## config.mk

```make
export PLATFORM = sky130hd
export DESIGN_NAME = rtc_calendar_core
export DESIGN_NICKNAME = d
export VERILOG_FILES = /design/src/rtl/rtc_cal_pkg.sv /design/src/rtl/rtc_tick_divider.sv /design/src/rtl/rtc_bcd_field.sv /design/src/rtl/rtc_century_flags.sv /design/src/rtl/rtc_calendar_core.sv
export SDC_FILE = /design/constraint.sdc
export NUM_CORES = 1
export LEC_CHECK = 0
export ABC_AREA = 1
export BUFFER_PORTS_ARGS = -buffer_cell sky130_fd_sc_hd__buf_2
export CAP_MARGIN = 5
export CORE_ASPECT_RATIO = 2
export CORE_MARGIN = 4
export CORE_UTILIZATION = 35
export DETAILED_ROUTE_END_ITERATION = 10
export GPL_TIMING_DRIVEN = 0
export PLACE_DENSITY = 0.55
export SLEW_MARGIN = 5
export SYNTH_ARGS = -nofsm -noshare
export SYNTH_HDL_FRONTEND = slang
export SYNTH_HIERARCHICAL = 1
export SYNTH_SLANG_ARGS = --single-unit
export TNS_END_PERCENT = 100
```

## constraint.sdc

```tcl
create_clock -name clk -period 3.4 [get_ports clk]
set_input_delay 0.34 -clock clk [delete_from_list [all_inputs] [get_ports clk]]
set_output_delay 0.34 -clock clk [all_outputs]
set_load 0.005 [all_outputs]
```

## src/rtl/rtc_cal_pkg.sv

```systemverilog
`timescale 1ns/1ps
package rtc_cal_pkg;

   localparam int NUM_FIELDS = 7;
   localparam int F_SEC   = 0;
   localparam int F_MIN   = 1;
   localparam int F_HOUR  = 2;
   localparam int F_DOW   = 3;
   localparam int F_DATE  = 4;
   localparam int F_MONTH = 5;
   localparam int F_YEAR  = 6;

   // storage width of each BCD field
   function automatic int field_width(input int f);
      case (f)
         F_SEC, F_MIN:   return 7;
         F_HOUR, F_DATE: return 6;
         F_DOW:          return 3;
         F_MONTH:        return 5;
         default:        return 8;
      endcase
   endfunction

   // value a field returns to after wrapping (and resets to)
   function automatic int field_floor(input int f);
      case (f)
         F_DOW, F_DATE, F_MONTH: return 1;
         default:                return 0;
      endcase
   endfunction

   // fixed top value of a field; the date is handled separately
   function automatic logic [7:0] field_ceiling(input int f, input int dow_last);
      case (f)
         F_SEC, F_MIN: return 8'h59;
         F_HOUR:       return 8'h23;
         F_DOW:        return 8'(dow_last);
         F_MONTH:      return 8'h12;
         F_YEAR:       return 8'h99;
         default:      return 8'h31;
      endcase
   endfunction

   function automatic logic [7:0] bcd_succ(input logic [7:0] v);
      if (v[3:0] >= 4'd9) return {v[7:4] + 4'd1, 4'd0};
      return {v[7:4], v[3:0] + 4'd1};
   endfunction

   // a packed-BCD year is a multiple of four when an even tens digit
   // meets units 0/4/8 or an odd tens digit meets units 2/6
   function automatic logic leap_year(input logic [7:0] y);
      if (y[4]) return (y[3:0] == 4'd2) || (y[3:0] == 4'd6);
      return (y[3:0] == 4'd0) || (y[3:0] == 4'd4) || (y[3:0] == 4'd8);
   endfunction

   function automatic logic [7:0] month_days(input logic [7:0] m, input logic [7:0] y);
      case (m)
         8'h02:                      return leap_year(y) ? 8'h29 : 8'h28;
         8'h04, 8'h06, 8'h09, 8'h11: return 8'h30;
         default:                    return 8'h31;
      endcase
   endfunction

endpackage

```

## src/rtl/rtc_tick_divider.sv

```systemverilog
`timescale 1ns/1ps
module rtc_tick_divider #(
   parameter int TICKS_PER_SEC = 32768
) (
   input  logic clk,
   input  logic rst_n,
   input  logic tick_i,
   input  logic halt_i,
   input  logic clear_i,
   output logic sec_pulse_o
);
   localparam int               CNT_W = (TICKS_PER_SEC > 2) ? $clog2(TICKS_PER_SEC) : 1;
   localparam logic [CNT_W-1:0] LAST  = CNT_W'(TICKS_PER_SEC - 1);
   localparam bit               POW2  = ((TICKS_PER_SEC & (TICKS_PER_SEC - 1)) == 0);

   logic [CNT_W-1:0] cnt_q;
   logic             advance;

   if (TICKS_PER_SEC < 2) begin : g_bad_tps
      $error("rtc_tick_divider: TICKS_PER_SEC must be at least 2");
   end

   assign advance     = tick_i & ~halt_i;
   assign sec_pulse_o = advance & ~clear_i & (cnt_q == LAST);

   if (POW2) begin : g_pow2
      // counter wraps on its own width
      always_ff @(posedge clk) begin
         if (!rst_n || clear_i) cnt_q <= '0;
         else if (advance)      cnt_q <= cnt_q + 1'b1;
      end
   end else begin : g_modn
      always_ff @(posedge clk) begin
         if (!rst_n || clear_i) cnt_q <= '0;
         else if (advance)      cnt_q <= (cnt_q == LAST) ? '0 : cnt_q + 1'b1;
      end
   end

endmodule

```

## src/rtl/rtc_bcd_field.sv

```systemverilog
`timescale 1ns/1ps
module rtc_bcd_field #(
   parameter int W     = 8,
   parameter int FLOOR = 0
) (
   input  logic         clk,
   input  logic         rst_n,
   input  logic         inc_i,
   input  logic         ld_i,
   input  logic [W-1:0] ld_val_i,
   input  logic [7:0]   ceil_i,
   output logic [W-1:0] val_o,
   output logic         at_ceil_o
);
   localparam logic [W-1:0] FLOOR_V = W'(FLOOR);

   logic [W-1:0] nxt;

   if (W < 3 || W > 8) begin : g_bad_w
      $error("rtc_bcd_field: W must lie in 3..8");
   end

   assign at_ceil_o = (8'(val_o) == ceil_i);

   always_comb begin
      if (at_ceil_o) nxt = FLOOR_V;
      else           nxt = W'(rtc_cal_pkg::bcd_succ(8'(val_o)));
   end

   always_ff @(posedge clk) begin
      if (!rst_n)     val_o <= FLOOR_V;
      else if (ld_i)  val_o <= ld_val_i;
      else if (inc_i) val_o <= nxt;
   end

endmodule

```

## src/rtl/rtc_century_flags.sv

```systemverilog
`timescale 1ns/1ps
module rtc_century_flags (
   input  logic clk,
   input  logic rst_n,
   input  logic ld_i,
   input  logic ld_enable_i,
   input  logic ld_bit_i,
   input  logic year_wrap_i,
   output logic enable_o,
   output logic bit_o
);
   always_ff @(posedge clk) begin
      if (!rst_n) begin
         enable_o <= 1'b0;
         bit_o    <= 1'b0;
      end else if (ld_i) begin
         enable_o <= ld_enable_i;
         bit_o    <= ld_bit_i;
      end else if (year_wrap_i && enable_o) begin
         bit_o    <= ~bit_o;
      end
   end
endmodule

```

## src/rtl/rtc_calendar_core.sv

```systemverilog
`timescale 1ns/1ps
module rtc_calendar_core
   import rtc_cal_pkg::*;
#(
   parameter int TICKS_PER_SEC = 32768,
   parameter int DOW_MAX       = 7
) (
   input  logic                  clk,
   input  logic                  rst_n,
   input  logic                  tick_i,
   input  logic [NUM_FIELDS-1:0] ld_en_i,
   input  logic [7:0]            ld_data_i,
   output logic [7:0]            sec_o,
   output logic [7:0]            min_o,
   output logic [7:0]            hour_o,
   output logic [7:0]            dow_o,
   output logic [7:0]            date_o,
   output logic [7:0]            month_o,
   output logic [7:0]            year_o
);
   if (DOW_MAX < 2 || DOW_MAX > 7) begin : g_bad_dow
      $error("rtc_calendar_core: DOW_MAX must lie in 2..7");
   end

   logic                  halt_q;
   logic                  sec_pulse;
   logic                  year_roll;
   logic                  cen_en;
   logic                  cen_bit;
   logic [NUM_FIELDS-1:0] step;
   logic [NUM_FIELDS-1:0] at_ceil;
   logic [7:0]            cur [NUM_FIELDS];

   // stop bit rides on bit 7 of a seconds load
   always_ff @(posedge clk) begin
      if (!rst_n)              halt_q <= 1'b0;
      else if (ld_en_i[F_SEC]) halt_q <= ld_data_i[7];
   end

   rtc_tick_divider #(.TICKS_PER_SEC(TICKS_PER_SEC)) u_div (
      .clk        (clk),
      .rst_n      (rst_n),
      .tick_i     (tick_i),
      .halt_i     (halt_q),
      .clear_i    (ld_en_i[F_SEC]),
      .sec_pulse_o(sec_pulse)
   );

   // single-cycle carry chain; a loaded field passes no carry
   always_comb begin
      logic c;
      logic mid;
      step          = '0;
      c             = sec_pulse;
      step[F_SEC]   = c;
      c             = c & ~ld_en_i[F_SEC] & at_ceil[F_SEC];
      step[F_MIN]   = c;
      c             = c & ~ld_en_i[F_MIN] & at_ceil[F_MIN];
      step[F_HOUR]  = c;
      mid           = c & ~ld_en_i[F_HOUR] & at_ceil[F_HOUR];
      step[F_DOW]   = mid;
      step[F_DATE]  = mid;
      c             = mid & ~ld_en_i[F_DATE] & at_ceil[F_DATE];
      step[F_MONTH] = c;
      c             = c & ~ld_en_i[F_MONTH] & at_ceil[F_MONTH];
      step[F_YEAR]  = c;
      year_roll     = c & ~ld_en_i[F_YEAR] & at_ceil[F_YEAR];
   end

   for (genvar g = 0; g < NUM_FIELDS; g++) begin : g_field
      localparam int FW = field_width(g);
      logic [7:0]    lim;
      logic [FW-1:0] val;

      if (g == F_DATE) begin : g_lim_cal
         assign lim = month_days(cur[F_MONTH], cur[F_YEAR]);
      end else begin : g_lim_fix
         assign lim = field_ceiling(g, DOW_MAX);
      end

      rtc_bcd_field #(.W(FW), .FLOOR(field_floor(g))) u_fld (
         .clk      (clk),
         .rst_n    (rst_n),
         .inc_i    (step[g]),
         .ld_i     (ld_en_i[g]),
         .ld_val_i (ld_data_i[FW-1:0]),
         .ceil_i   (lim),
         .val_o    (val),
         .at_ceil_o(at_ceil[g])
      );

      assign cur[g] = 8'(val);
   end

   rtc_century_flags u_cen (
      .clk        (clk),
      .rst_n      (rst_n),
      .ld_i       (ld_en_i[F_HOUR]),
      .ld_enable_i(ld_data_i[7]),
      .ld_bit_i   (ld_data_i[6]),
      .year_wrap_i(year_roll),
      .enable_o   (cen_en),
      .bit_o      (cen_bit)
   );

   assign sec_o   = cur[F_SEC]  | {halt_q, 7'b0};
   assign hour_o  = cur[F_HOUR] | {cen_en, cen_bit, 6'b0};
   assign min_o   = cur[F_MIN];
   assign dow_o   = cur[F_DOW];
   assign date_o  = cur[F_DATE];
   assign month_o = cur[F_MONTH];
   assign year_o  = cur[F_YEAR];

endmodule

```

==> impl_metrics.yaml <==
timing:
  tightest_slew_ns: 0.5961
  fmax_mhz: 332.5
  min_period_over_period_pct: 88.46
  slew_headroom_pct: 60.26
  finalClockSkew_ns: 0.008991
  layout_setup_ws_ns: 0.3923
  drv_slew: 0
  hold_slack_ns: 0.3352
  rsz0062_at_grt: "false"
  finalHoldViolCount: 0
  period_minus_slack_ns: 3.008
  finalSetupViolations: 0
detailed_routing:
  ant_nets: 0
  post_drt_wl_per_cell_um: 11.80
  first_pass_iters: 4
  viasPerCell: 4.402
  drc_errors: 0
  vias: 5164
  wl_mm: 13.84
  drt-initial-drc-count: 112
worst_setup_path:
  path_cells: "nor2_1 > nand2_1 > nor2_4 > nand4_1 > nand2_2 > inv_1 > nand2_1 > nand2_1 > nor2_1 > nand2_2 > nor2_2 > inv_1 > nor2_1 > nand4_2 > inv_1 > nor2_1 > inv_1 > o21ai_0 > a21oi_1 > nand3_1 > a21oi_1"
  cp-start-kind: "register"
  reg2regPathDepth: 21
  worstPathArrival_ns: 3.27
  cpPeakStageDelay_ns: 0.42
  required_ns: 3.66
  rr_endpoint: "g_field[6].u_fld/val_o[3]$_SDFFE_PN0P_"
  crit_type: "register to register"
  cp_max_fo: 10
  r2r-start: "g_field[5].u_fld/val_o[0]$_SDFFE_PN1P_"
  cp_top_family: "simple AND/OR/NAND/NOR gates"
  crit_path_end_kind: "register"
  worst_path_max_delay_cell: "dfxtp_1"
  cp_num_buf_inv: 4
  rrSetupSlack_ns: 0.39
grt:
  use_met2_pct: 34.45
  grt_max_degree: 27
  grt_pass1_wl_mm: 22.56
  grt_usage_pct: 17.13
  overflow: 0
  antenna_found_initial: 0
  grt_pass1_vias: 4804
  grt.busiest_layer: "met2"
  grtUsageMet3_pct: 1.974
  met1_usage_pct: 16.75
floorplan:
  die_y_um: 179.0
  core_area_mm2: 0.01435
  fp.dieW_um: 93.51
  ioPinCount: 74
  fp-row-count: 62
  initial_core_util_pct: 35.67
  dieArea_mm2: 0.01674
final_layout:
  syn_to_final_growth_pct: 24.57
  fillers: 1558
  antenna_cells: 0
  drive_above_1_share_pct: 20.29
  regArea_mm2: 0.001202
  nets: 1017
  multi_input_area_mm2: 0.003567
logic_synthesis:
  avgSynthCellArea_um2: 6.304
  syn-cell-area_mm2: 0.005119
  ys_warn_count: 6
  netlist_instances: 812
worst_hold_path:
  worst_hold_path_type: "input port to register"
  whs_endpoint: "halt_q$_SDFFE_PN0P_"
  worstHoldStart: "ld_data_i[7]"
  whs_path_depth: 3
clock_tree:
  cts-htree-levels: 3
  clk_pin_slew_ns: 0.05
  cts-buffers-inserted: 9
  cts_buffer_depth: 2
  cts.sinks: 60
  holdBufCountCts: 0
  clk_latency_ns: 0.33
  tritoncts: "yes"
  clockRootBuffer: "clkbuf_16"
power_and_ir_drop:
  powerDensity_mw_per_mm2: 366.3
  ir_drop_uv: 241.7
  leakage_nw: 3.415
placement:
  place_ws_ns: -0.02445
  port_buffers: 62
  routabilityCongestion: 0.8672
  dp_hpwl_mm: 11.09
job:
  cap_violations: 0
status:
  status: "finished clean"
-- layout make-up --
| type | instances | area share (%) |
|---|---|---|
| tap | 192 | 3.768 |
| buffer | 21 | 2.630 |
| clock buffer | 10 | 3.748 |
| clock inverter | 6 | 1.746 |
| timing repair buffer | 62 | 4.867 |
| sequential | 60 | 18.86 |
| inverter | 136 | 8.438 |
| multi-input combinational | 686 | 55.95 |
-- stage by stage --
step | power [W] | instances | cell area, um2 | setup TNS, ns | util [%]
global placement | 0.001275 | 1157 | 6011 | -0.009497 | 41.88
global route | 0.002465 | 1173 | 6376 | 0 | 44.43
finish | 0.002335 | 1173 | 6376 | 0 | 44.43
detailed placement | 0.001278 | 1157 | 6011 | -0.04158 | 41.88
CTS | 0.002366 | 1173 | 6367 | 0 | 44.37
floorplan | 0.001135 | 903 | 5460 | 0 | -
-- flip-flops by register name, summed over array words and instances (netlist names) --
name	flops
g_field.u_fld/val_o	42
u_div/cnt_q	15
halt_q	1
u_cen/bit_o	1
u_cen/enable_o	1
-- routing by layer --
metal	wire [um]	part of all wire (%)
met4	442	3.2
met5	0	0
met3	489	3.5
met2	7927	57
met1	4977	36
-- worst register-to-register path: cells and delay by family (launching register included) --
kind / cells / cell delay [ns]
buffers and inverters: 4 / 0.39
flip-flops: 1 / 0.42
AND/OR/NAND/NOR: 14 / 1.72
AO/OA/AOI/OAI: 3 / 0.38
-- timing repair --
item / 4_1_cts / 5_1_grt
setup buffers: 0 / 0
setup endpoints to repair: 2 / 3
gates resized for setup: 1 / 3
-- worst max-delay path by stage --
stage,from,to,slack (ns),cells past startpoint
finish,g_field[5].u_fld/val_o[0]$_SDFFE_PN1P_,g_field[6].u_fld/val_o[3]$_SDFFE_PN0P_,0.39,21
global route,g_field[5].u_fld/val_o[0]$_SDFFE_PN1P_,g_field[6].u_fld/val_o[3]$_SDFFE_PN0P_,0.08,21
CTS,u_div/cnt_q[1]$_SDFFE_PP0P_,g_field[4].u_fld/val_o[5]$_SDFFE_PN0P_,0.26,15
detailed placement,u_div/cnt_q[1]$_SDFFE_PP0P_,g_field[4].u_fld/val_o[5]$_SDFFE_PN0P_,-0.02,14
global placement,u_div/cnt_q[1]$_SDFFE_PP0P_,g_field[4].u_fld/val_o[5]$_SDFFE_PN0P_,-0.006,15
floorplan,u_div/cnt_q[0]$_SDFFE_PP0P_,g_field[4].u_fld/val_o[4]$_SDFFE_PN0P_,0.77,14
-- power breakdown --
group / leakage [nW] / internal (W) / switching [W]
Combinational: 2.75 / 0.000185 / 0.000266
Sequential: 0.493 / 0.000741 / 0.0000689
Clock: 0.169 / 0.000735 / 0.000339
Total: 3.41 / 0.00166 / 0.000674
-- layout by cell type, fill, tap and decap left out, types with 2 or more instances in the layout --
cell	instances
nand2_1	223
inv_1	112
nor2_1	97
conb_1	93
buf_2	65
dfxtp_1	59
a21oi_1	39
nand3_1	31
nand4_1	25
a22oi_1	24
nand2_2	23
ha_1	23
inv_2	22
nor2_2	18
xnor2_1	17
o21ai_0	16
buf_4	14
xor2_1	10
nor2_4	9
clkbuf_16	9
nand2_4	9
a21oi_2	5
o21ai_1	3
bufinv_16	3
buf_6	3
nor3b_1	3
nor3_2	3
nand3_4	2
clkbuf_8	2
nand3b_1	2
bufinv_8	2
o21bai_2	2
nor3_1	2
Power figures use the tool's default switching activity.
